## src/rtl/plot_pkg.sv

```systemverilog
package plot_pkg;
  localparam int STEP_N     = 6;
  localparam int B_DRUM_FWD = 0;
  localparam int B_DRUM_REV = 1;
  localparam int B_CARR_FWD = 2;
  localparam int B_CARR_REV = 3;
  localparam int B_PEN_UP   = 4;
  localparam int B_PEN_DOWN = 5;
  localparam int PAIR_N     = STEP_N / 2;

  localparam int SB_NOT_READY = 0;
  localparam int SB_BUSY      = 1;
  localparam int SB_REFUSED   = 2;

  typedef enum logic [1:0] {
    FN_NONE  = 2'b00,
    FN_WRITE = 2'b01,
    FN_RSVD  = 2'b10,
    FN_SENSE = 2'b11
  } plot_fn_e;

  typedef enum logic [1:0] {
    SQ_IDLE   = 2'd0,
    SQ_PULSE  = 2'd1,
    SQ_SETTLE = 2'd2
  } seq_state_e;
endpackage

```

## src/rtl/plot_cmd_decode.sv

```systemverilog
module plot_cmd_decode
  import plot_pkg::*;
#(
  parameter int AREA_W = 5,
  parameter int DATA_W = 16,
  parameter logic [AREA_W-1:0] PLOT_AREA = 5'd6
) (
  input  logic              clk,
  input  logic              rst,
  input  logic              cmd_valid_i,
  input  logic [AREA_W-1:0] cmd_area_i,
  input  logic [1:0]        cmd_func_i,
  input  logic              cmd_reset_i,
  input  logic [DATA_W-1:0] cmd_data_i,
  input  logic              dev_ready_i,
  input  logic              busy_i,
  output logic              wr_accept_o,
  output logic              wr_refuse_o,
  output logic              sense_req_o,
  output logic              sense_clear_o,
  output logic [STEP_N-1:0] move_bits_o
);
  logic [PAIR_N-1:0] conflict;
  logic              hit, is_wr, word_ok;
  plot_fn_e          fn;
  logic              unused_hi;

  assign move_bits_o = cmd_data_i[STEP_N-1:0];
  assign unused_hi   = ^cmd_data_i[DATA_W-1:STEP_N];

  for (genvar g = 0; g < PAIR_N; g++) begin : g_pair
    assign conflict[g] = move_bits_o[2*g] & move_bits_o[2*g+1];
  end

  always_comb begin
    fn            = plot_fn_e'(cmd_func_i);
    hit           = cmd_valid_i && (cmd_area_i == PLOT_AREA);
    is_wr         = hit && (fn == FN_WRITE);
    word_ok       = (|move_bits_o) && !(|conflict);
    wr_accept_o   = is_wr && dev_ready_i && !busy_i && word_ok;
    wr_refuse_o   = is_wr && !wr_accept_o;
    sense_req_o   = hit && (fn == FN_SENSE);
    sense_clear_o = sense_req_o && cmd_reset_i;
  end

  AST_ONE_ACTION: assert property (@(posedge clk) disable iff (rst)
    $onehot0({wr_accept_o, wr_refuse_o, sense_req_o}));
  AST_READY_GATE: assert property (@(posedge clk) disable iff (rst)
    wr_accept_o |-> (dev_ready_i && !busy_i));
endmodule

```

## src/rtl/plot_step_seq.sv

```systemverilog
module plot_step_seq
  import plot_pkg::*;
#(
  parameter int PULSE_CYC      = 4,
  parameter int SETTLE_CYC     = 6,
  parameter int PEN_SETTLE_CYC = 12
) (
  input  logic              clk,
  input  logic              rst,
  input  logic              start_i,
  input  logic [STEP_N-1:0] bits_i,
  output logic [STEP_N-1:0] step_o,
  output logic              busy_o,
  output logic              done_o
);
  localparam int MAX_A  = (PULSE_CYC > SETTLE_CYC) ? PULSE_CYC : SETTLE_CYC;
  localparam int MAX_C  = (MAX_A > PEN_SETTLE_CYC) ? MAX_A : PEN_SETTLE_CYC;
  localparam int CNT_W  = $clog2(MAX_C + 1);
  localparam logic [CNT_W-1:0] PULSE_LAST = CNT_W'(PULSE_CYC - 1);
  localparam logic [CNT_W-1:0] PLAIN_LAST = CNT_W'(SETTLE_CYC - 1);
  localparam logic [CNT_W-1:0] PEN_LAST   = CNT_W'(PEN_SETTLE_CYC - 1);

  seq_state_e        state_q;
  logic [CNT_W-1:0]  cnt_q;
  logic [STEP_N-1:0] step_q;
  logic              pen_q;

  always_ff @(posedge clk) begin
    if (rst) begin
      state_q <= SQ_IDLE;
      cnt_q   <= '0;
      step_q  <= '0;
      pen_q   <= 1'b0;
    end else begin
      case (state_q)
        SQ_IDLE: if (start_i) begin
          state_q <= SQ_PULSE;
          step_q  <= bits_i;
          cnt_q   <= PULSE_LAST;
          pen_q   <= bits_i[B_PEN_UP] | bits_i[B_PEN_DOWN];
        end
        SQ_PULSE: if (cnt_q == '0) begin
          state_q <= SQ_SETTLE;
          step_q  <= '0;
          cnt_q   <= pen_q ? PEN_LAST : PLAIN_LAST;
        end else begin
          cnt_q <= cnt_q - CNT_W'(1);
        end
        SQ_SETTLE: if (cnt_q == '0) begin
          state_q <= SQ_IDLE;
        end else begin
          cnt_q <= cnt_q - CNT_W'(1);
        end
        default: state_q <= SQ_IDLE;
      endcase
    end
  end

  assign step_o = step_q;
  assign busy_o = (state_q != SQ_IDLE);
  assign done_o = (state_q == SQ_SETTLE) && (cnt_q == '0);

  AST_START_IDLE: assert property (@(posedge clk) disable iff (rst)
    start_i |-> (state_q == SQ_IDLE));
  AST_IDLE_QUIET: assert property (@(posedge clk) disable iff (rst)
    (state_q != SQ_PULSE) |-> (step_q == '0));
  AST_PULSE_STABLE: assert property (@(posedge clk) disable iff (rst)
    (state_q == SQ_PULSE && $past(state_q == SQ_PULSE)) |-> $stable(step_q));
endmodule

```

## src/rtl/plot_status.sv

```systemverilog
module plot_status
  import plot_pkg::*;
#(
  parameter int DATA_W = 16
) (
  input  logic              clk,
  input  logic              rst,
  input  logic              wr_refuse_i,
  input  logic              sense_req_i,
  input  logic              sense_clear_i,
  input  logic              done_i,
  input  logic              busy_i,
  input  logic              dev_ready_i,
  output logic              irq_o,
  output logic              sense_valid_o,
  output logic [DATA_W-1:0] sense_word_o
);
  localparam int SB_IRQ = DATA_W - 1;

  logic              irq_q, refused_q, valid_q;
  logic [DATA_W-1:0] word_q, word_d;

  always_comb begin
    word_d               = '0;
    word_d[SB_NOT_READY] = ~dev_ready_i;
    word_d[SB_BUSY]      = busy_i;
    word_d[SB_REFUSED]   = refused_q;
    word_d[SB_IRQ]       = irq_q;
  end

  always_ff @(posedge clk) begin
    if (rst) begin
      irq_q     <= 1'b0;
      refused_q <= 1'b0;
      valid_q   <= 1'b0;
      word_q    <= '0;
    end else begin
      valid_q <= sense_req_i;
      if (sense_req_i) word_q <= word_d;
      if (done_i) irq_q <= 1'b1;
      else if (sense_clear_i) irq_q <= 1'b0;
      if (wr_refuse_i) refused_q <= 1'b1;
      else if (sense_clear_i) refused_q <= 1'b0;
    end
  end

  assign irq_o         = irq_q;
  assign sense_valid_o = valid_q;
  assign sense_word_o  = word_q;

  AST_IRQ_HOLD: assert property (@(posedge clk) disable iff (rst)
    (irq_q && !sense_clear_i) |=> irq_q);
  AST_IRQ_CLEAR: assert property (@(posedge clk) disable iff (rst)
    (sense_clear_i && !done_i) |=> !irq_q);
  AST_SENSE_ECHO: assert property (@(posedge clk) disable iff (rst)
    sense_req_i |=> sense_valid_o);
  AST_REFUSED_STICKY: assert property (@(posedge clk) disable iff (rst)
    wr_refuse_i |=> refused_q);
endmodule

```

## src/rtl/plot_step_adapter.sv

```systemverilog
module plot_step_adapter
  import plot_pkg::*;
#(
  parameter int AREA_W = 5,
  parameter int DATA_W = 16,
  parameter logic [AREA_W-1:0] PLOT_AREA = 5'd6,
  parameter int PULSE_CYC      = 4,
  parameter int SETTLE_CYC     = 6,
  parameter int PEN_SETTLE_CYC = 12
) (
  input  logic              clk,
  input  logic              rst,
  input  logic              cmd_valid,
  input  logic [AREA_W-1:0] cmd_area,
  input  logic [1:0]        cmd_func,
  input  logic              cmd_reset,
  input  logic [DATA_W-1:0] cmd_data,
  input  logic              dev_ready,
  output logic [5:0]        step_o,
  output logic              irq_l3,
  output logic              sense_valid,
  output logic [DATA_W-1:0] sense_word
);
  logic              wr_accept, wr_refuse, sense_req, sense_clear;
  logic              busy, done;
  logic [STEP_N-1:0] move_bits;

  plot_cmd_decode #(.AREA_W(AREA_W), .DATA_W(DATA_W), .PLOT_AREA(PLOT_AREA)) u_dec (
    .clk(clk), .rst(rst),
    .cmd_valid_i(cmd_valid), .cmd_area_i(cmd_area), .cmd_func_i(cmd_func),
    .cmd_reset_i(cmd_reset), .cmd_data_i(cmd_data), .dev_ready_i(dev_ready),
    .busy_i(busy), .wr_accept_o(wr_accept), .wr_refuse_o(wr_refuse),
    .sense_req_o(sense_req), .sense_clear_o(sense_clear), .move_bits_o(move_bits)
  );

  plot_step_seq #(.PULSE_CYC(PULSE_CYC), .SETTLE_CYC(SETTLE_CYC),
                  .PEN_SETTLE_CYC(PEN_SETTLE_CYC)) u_seq (
    .clk(clk), .rst(rst), .start_i(wr_accept), .bits_i(move_bits),
    .step_o(step_o), .busy_o(busy), .done_o(done)
  );

  plot_status #(.DATA_W(DATA_W)) u_stat (
    .clk(clk), .rst(rst), .wr_refuse_i(wr_refuse), .sense_req_i(sense_req),
    .sense_clear_i(sense_clear), .done_i(done), .busy_i(busy),
    .dev_ready_i(dev_ready), .irq_o(irq_l3), .sense_valid_o(sense_valid),
    .sense_word_o(sense_word)
  );
endmodule

```

## config.mk

```make
export PLATFORM = sky130hd
export DESIGN_NAME = plot_step_adapter
export DESIGN_NICKNAME = d
export VERILOG_FILES = /design/src/rtl/plot_pkg.sv /design/src/rtl/plot_cmd_decode.sv /design/src/rtl/plot_step_seq.sv /design/src/rtl/plot_status.sv /design/src/rtl/plot_step_adapter.sv
export SDC_FILE = /design/constraint.sdc
export NUM_CORES = 1
export LEC_CHECK = 0
export BUFFER_PORTS_ARGS = -buffer_cell sky130_fd_sc_hd__buf_2
export CORE_UTILIZATION = 42
export DETAILED_ROUTE_END_ITERATION = 7
export GPL_TIMING_DRIVEN = 0
export PLACE_DENSITY = 0.75
export SETUP_SLACK_MARGIN = 0.05
export SYNTH_ARGS = -nofsm -noshare
export SYNTH_HDL_FRONTEND = slang
export SYNTH_SLANG_ARGS = --single-unit
```

## constraint.sdc

```tcl
create_clock -name clk -period 1.7 [get_ports clk]
set_input_delay 0.085 -clock clk [delete_from_list [all_inputs] [get_ports clk]]
set_output_delay 0.085 -clock clk [all_outputs]
set_load 0.01 [all_outputs]
```

==> impl_metrics.yaml <==
timing:
  fmax_mhz: 570
  period_minus_slack_ps: 1750
  slew_viol_final: 0
  grt_setup_unrepaired: "yes"
  setup_viol: 1
  tns_ps: -54.3
  fin_skew_ps: 10.3
  min_period_over_period: 1.03
  worst_slack_ps: -54.3
  hold_viol: 0
floorplan:
  coreArea_um2: 2540
  ios: 52
  chipHeight_um: 54.6
  start_util: 0.457
  die_w_um: 54.6
  rows: 18
  dieArea_um2: 2980
yosys:
  synth_edf_count: 0
  synth_ff_type: "dfxtp_1"
  synth.yosys.warnings: 0
  synth_top_area_cell: "dfxtp_1"
  ys_top_cells_by_area: "dfxtp_1 (34%), buf_4 (7.7%), ha_1 (5.4%)"
  synth_cells: 138
  synth.distinct_cells: 41
  ys_ff_latch: 20
  syn_area_per_cell_um2: 8.43
  synth_top_area_frac: 0.344
  ys_seq_area_frac: 0.344
  async_flop_share: 0
  syn_area_um2: 1160
critical_path:
  required_ps: 1920
  worstSetupPathType: "reg -> reg"
  reg2reg_from: "u_seq.cnt_q[0]"
  cp-start-kind: "register"
  crit_fanout: 5
  cp-startpoint: "u_seq.cnt_q[0]"
  cp-end-kind: "register"
  crit_arrival_ps: 1980
power_and_ir_drop:
  power_density_nw_per_um2: 506
  p_leak_nw: 0.749
  power_uw: 844
  ir_worst_vdd_mv: 0.651
detailed_routing:
  drt-total-wl_mm: 2.76
  drt-initial-drc-count: 49
  drcViolationCount: 0
  vias: 1168
  firstDrtPassIters: 4
  ant_nets: 0
  viasPerCell: 5.19
  wl_per_cell_um: 12.2
clocking:
  numCtsBuffers: 3
  cts_tree: "yes"
  clock_path_buffers: 2
  htree_levels: 1
  root_buffer: "clkbuf_4"
  numClockSinks: 20
  cts_hold_buf: 0
  clkSlewWorstSetupHoldPaths_ps: 120
  clk_latency_ps: 300
job:
  max_cap_viol_count: 0
worst_hold_path:
  worstHoldStart: "cmd_data[5]"
  hold_class: "in -> reg"
layout:
  final_util: 0.655
  syn_to_final_growth_pct: 43.2
  ff_latch_area_um2: 408
  multi_input_area_um2: 781
  final_common_cell: "buf_2"
  n_fill_cell: 211
  drive_gt1_frac: 0.451
  nets: 229
  n_antenna_cell: 0
  most-common-layout-cells: "buf_2 (28), buf_4 (25), dfxtp_1 (16), conb_1 (12), a21oi_1 (10)"
placed_design:
  io_buffers: 28
  dpl.hpwl_mm: 1.87
  gp_congestion: 0.903
status:
  violations: "negative setup slack"
  outcome: "complete, but fails checks"
global_route:
  grt_pass1_vias: 959
  grt_pass1_wl_mm: 4.11
  antenna_found_initial: 0
  grt_usage: 0.189
  grt_max_degree: 12
  globalRouteOverflowTotal: 0
-- what timing repair did --
| action | 4_1_cts | 5_1_grt |
|---|---|---|
| setup buffers | 7 | 7 |
| endpoints found under the hold margin | 0 | 0 |
| setup endpoints to repair | 13 | 13 |
| pin swaps | 8 | 14 |
| gates cloned | 1 | 0 |
| resized for setup | 26 | 10 |
-- area by class of cell --
| cell class | instances | share of cell area |
|---|---|---|
| buffer | 15 | 0.0676 |
| timing repair buffer | 43 | 0.154 |
| tap | 30 | 0.0225 |
| inverter | 8 | 0.0210 |
| clock buffer | 4 | 0.0218 |
| multi-input combinational | 105 | 0.468 |
| sequential | 20 | 0.245 |
-- cell families after synthesis --
kind of cell | share of synthesized area
AOI/OAI and AO/OA | 0.234
adders and majority gates | 0.0538
buffers and inverters | 0.116
DFF | 0.344
muxes | 0.0172
other | 0.00322
and+or+nand+nor | 0.231
-- report_power, final --
| group | switching (mW) | total (mW) | internal [mW] |
|---|---|---|---|
| Sequential | 0.000371 | 0.468 | 0.467 |
| Combinational | 0.0489 | 0.0974 | 0.0486 |
| Clock | 0.148 | 0.279 | 0.131 |
| Total | 0.197 | 0.844 | 0.646 |
-- flip-flops by register name, summed over array words and instances (netlist names) --
name	count
u_stat.sense_word_o	4
u_seq.cnt_q	4
u_seq.step_o	6
u_stat.sense_valid_o	1
u_seq.pen_q	1
u_stat.refused_q	1
u_stat.irq_o	1
u_seq.state_q	2
-- metal layers --
layer | track usage | share of wire
met1 | 0.261 | 0.47
met2 | 0.289 | 0.47
met3 | 0.0306 | 0.057
met4 | 0.0769 | 0.0015
met5 | 0 | 0
-- synthesized netlist by cell type (2+ instances only) --
| master | count |
|---|---|
| a211oi_1 | 2 |
| a21o_1 | 2 |
| a21oi_1 | 12 |
| a22o_1 | 6 |
| a22oi_1 | 2 |
| and4b_1 | 2 |
| buf_4 | 12 |
| clkbuf_1 | 4 |
| dfxtp_1 | 20 |
| ha_1 | 5 |
| inv_1 | 8 |
| mux2i_1 | 2 |
| nand2_1 | 9 |
| nand2b_1 | 5 |
| nand3_1 | 2 |
| nor2_1 | 10 |
| nor3_1 | 4 |
| nor3b_2 | 2 |
| o21ai_0 | 6 |
| o22ai_1 | 2 |
-- critical path, cell delays in order, from the launching register on --
cell     delay [ps]
dfxtp_2         380
inv_2            60
ha_4            150
nor3b_4         160
a221o_1         340
or4_4           500
o31ai_2          70
-- worst paths after layout --
| path | end | slack, ps | cells past startpoint |
|---|---|---|---|
| max reg2reg | u_seq.cnt_q[1] | -50 | 6 |
| max | u_seq.cnt_q[1] | -50 | 6 |
| min reg2reg | u_seq.step_o[0] | 480 | 1 |
| min | u_seq.step_o[5] | 30 | 2 |
-- metrics by stage --
stage	setup WS, ps	cells	hold slack (ps)	cell area (µm²)
after CTS	9.02	219	23.4	1590
after detailed placement	-151	207	343	1400
after floorplan	51.8	149	218	1220
final	-54.3	225	32.4	1670
after global placement	-102	207	335	1400
after global routing	-91.2	225	19.4	1670
Power figures use the tool's default switching activity.
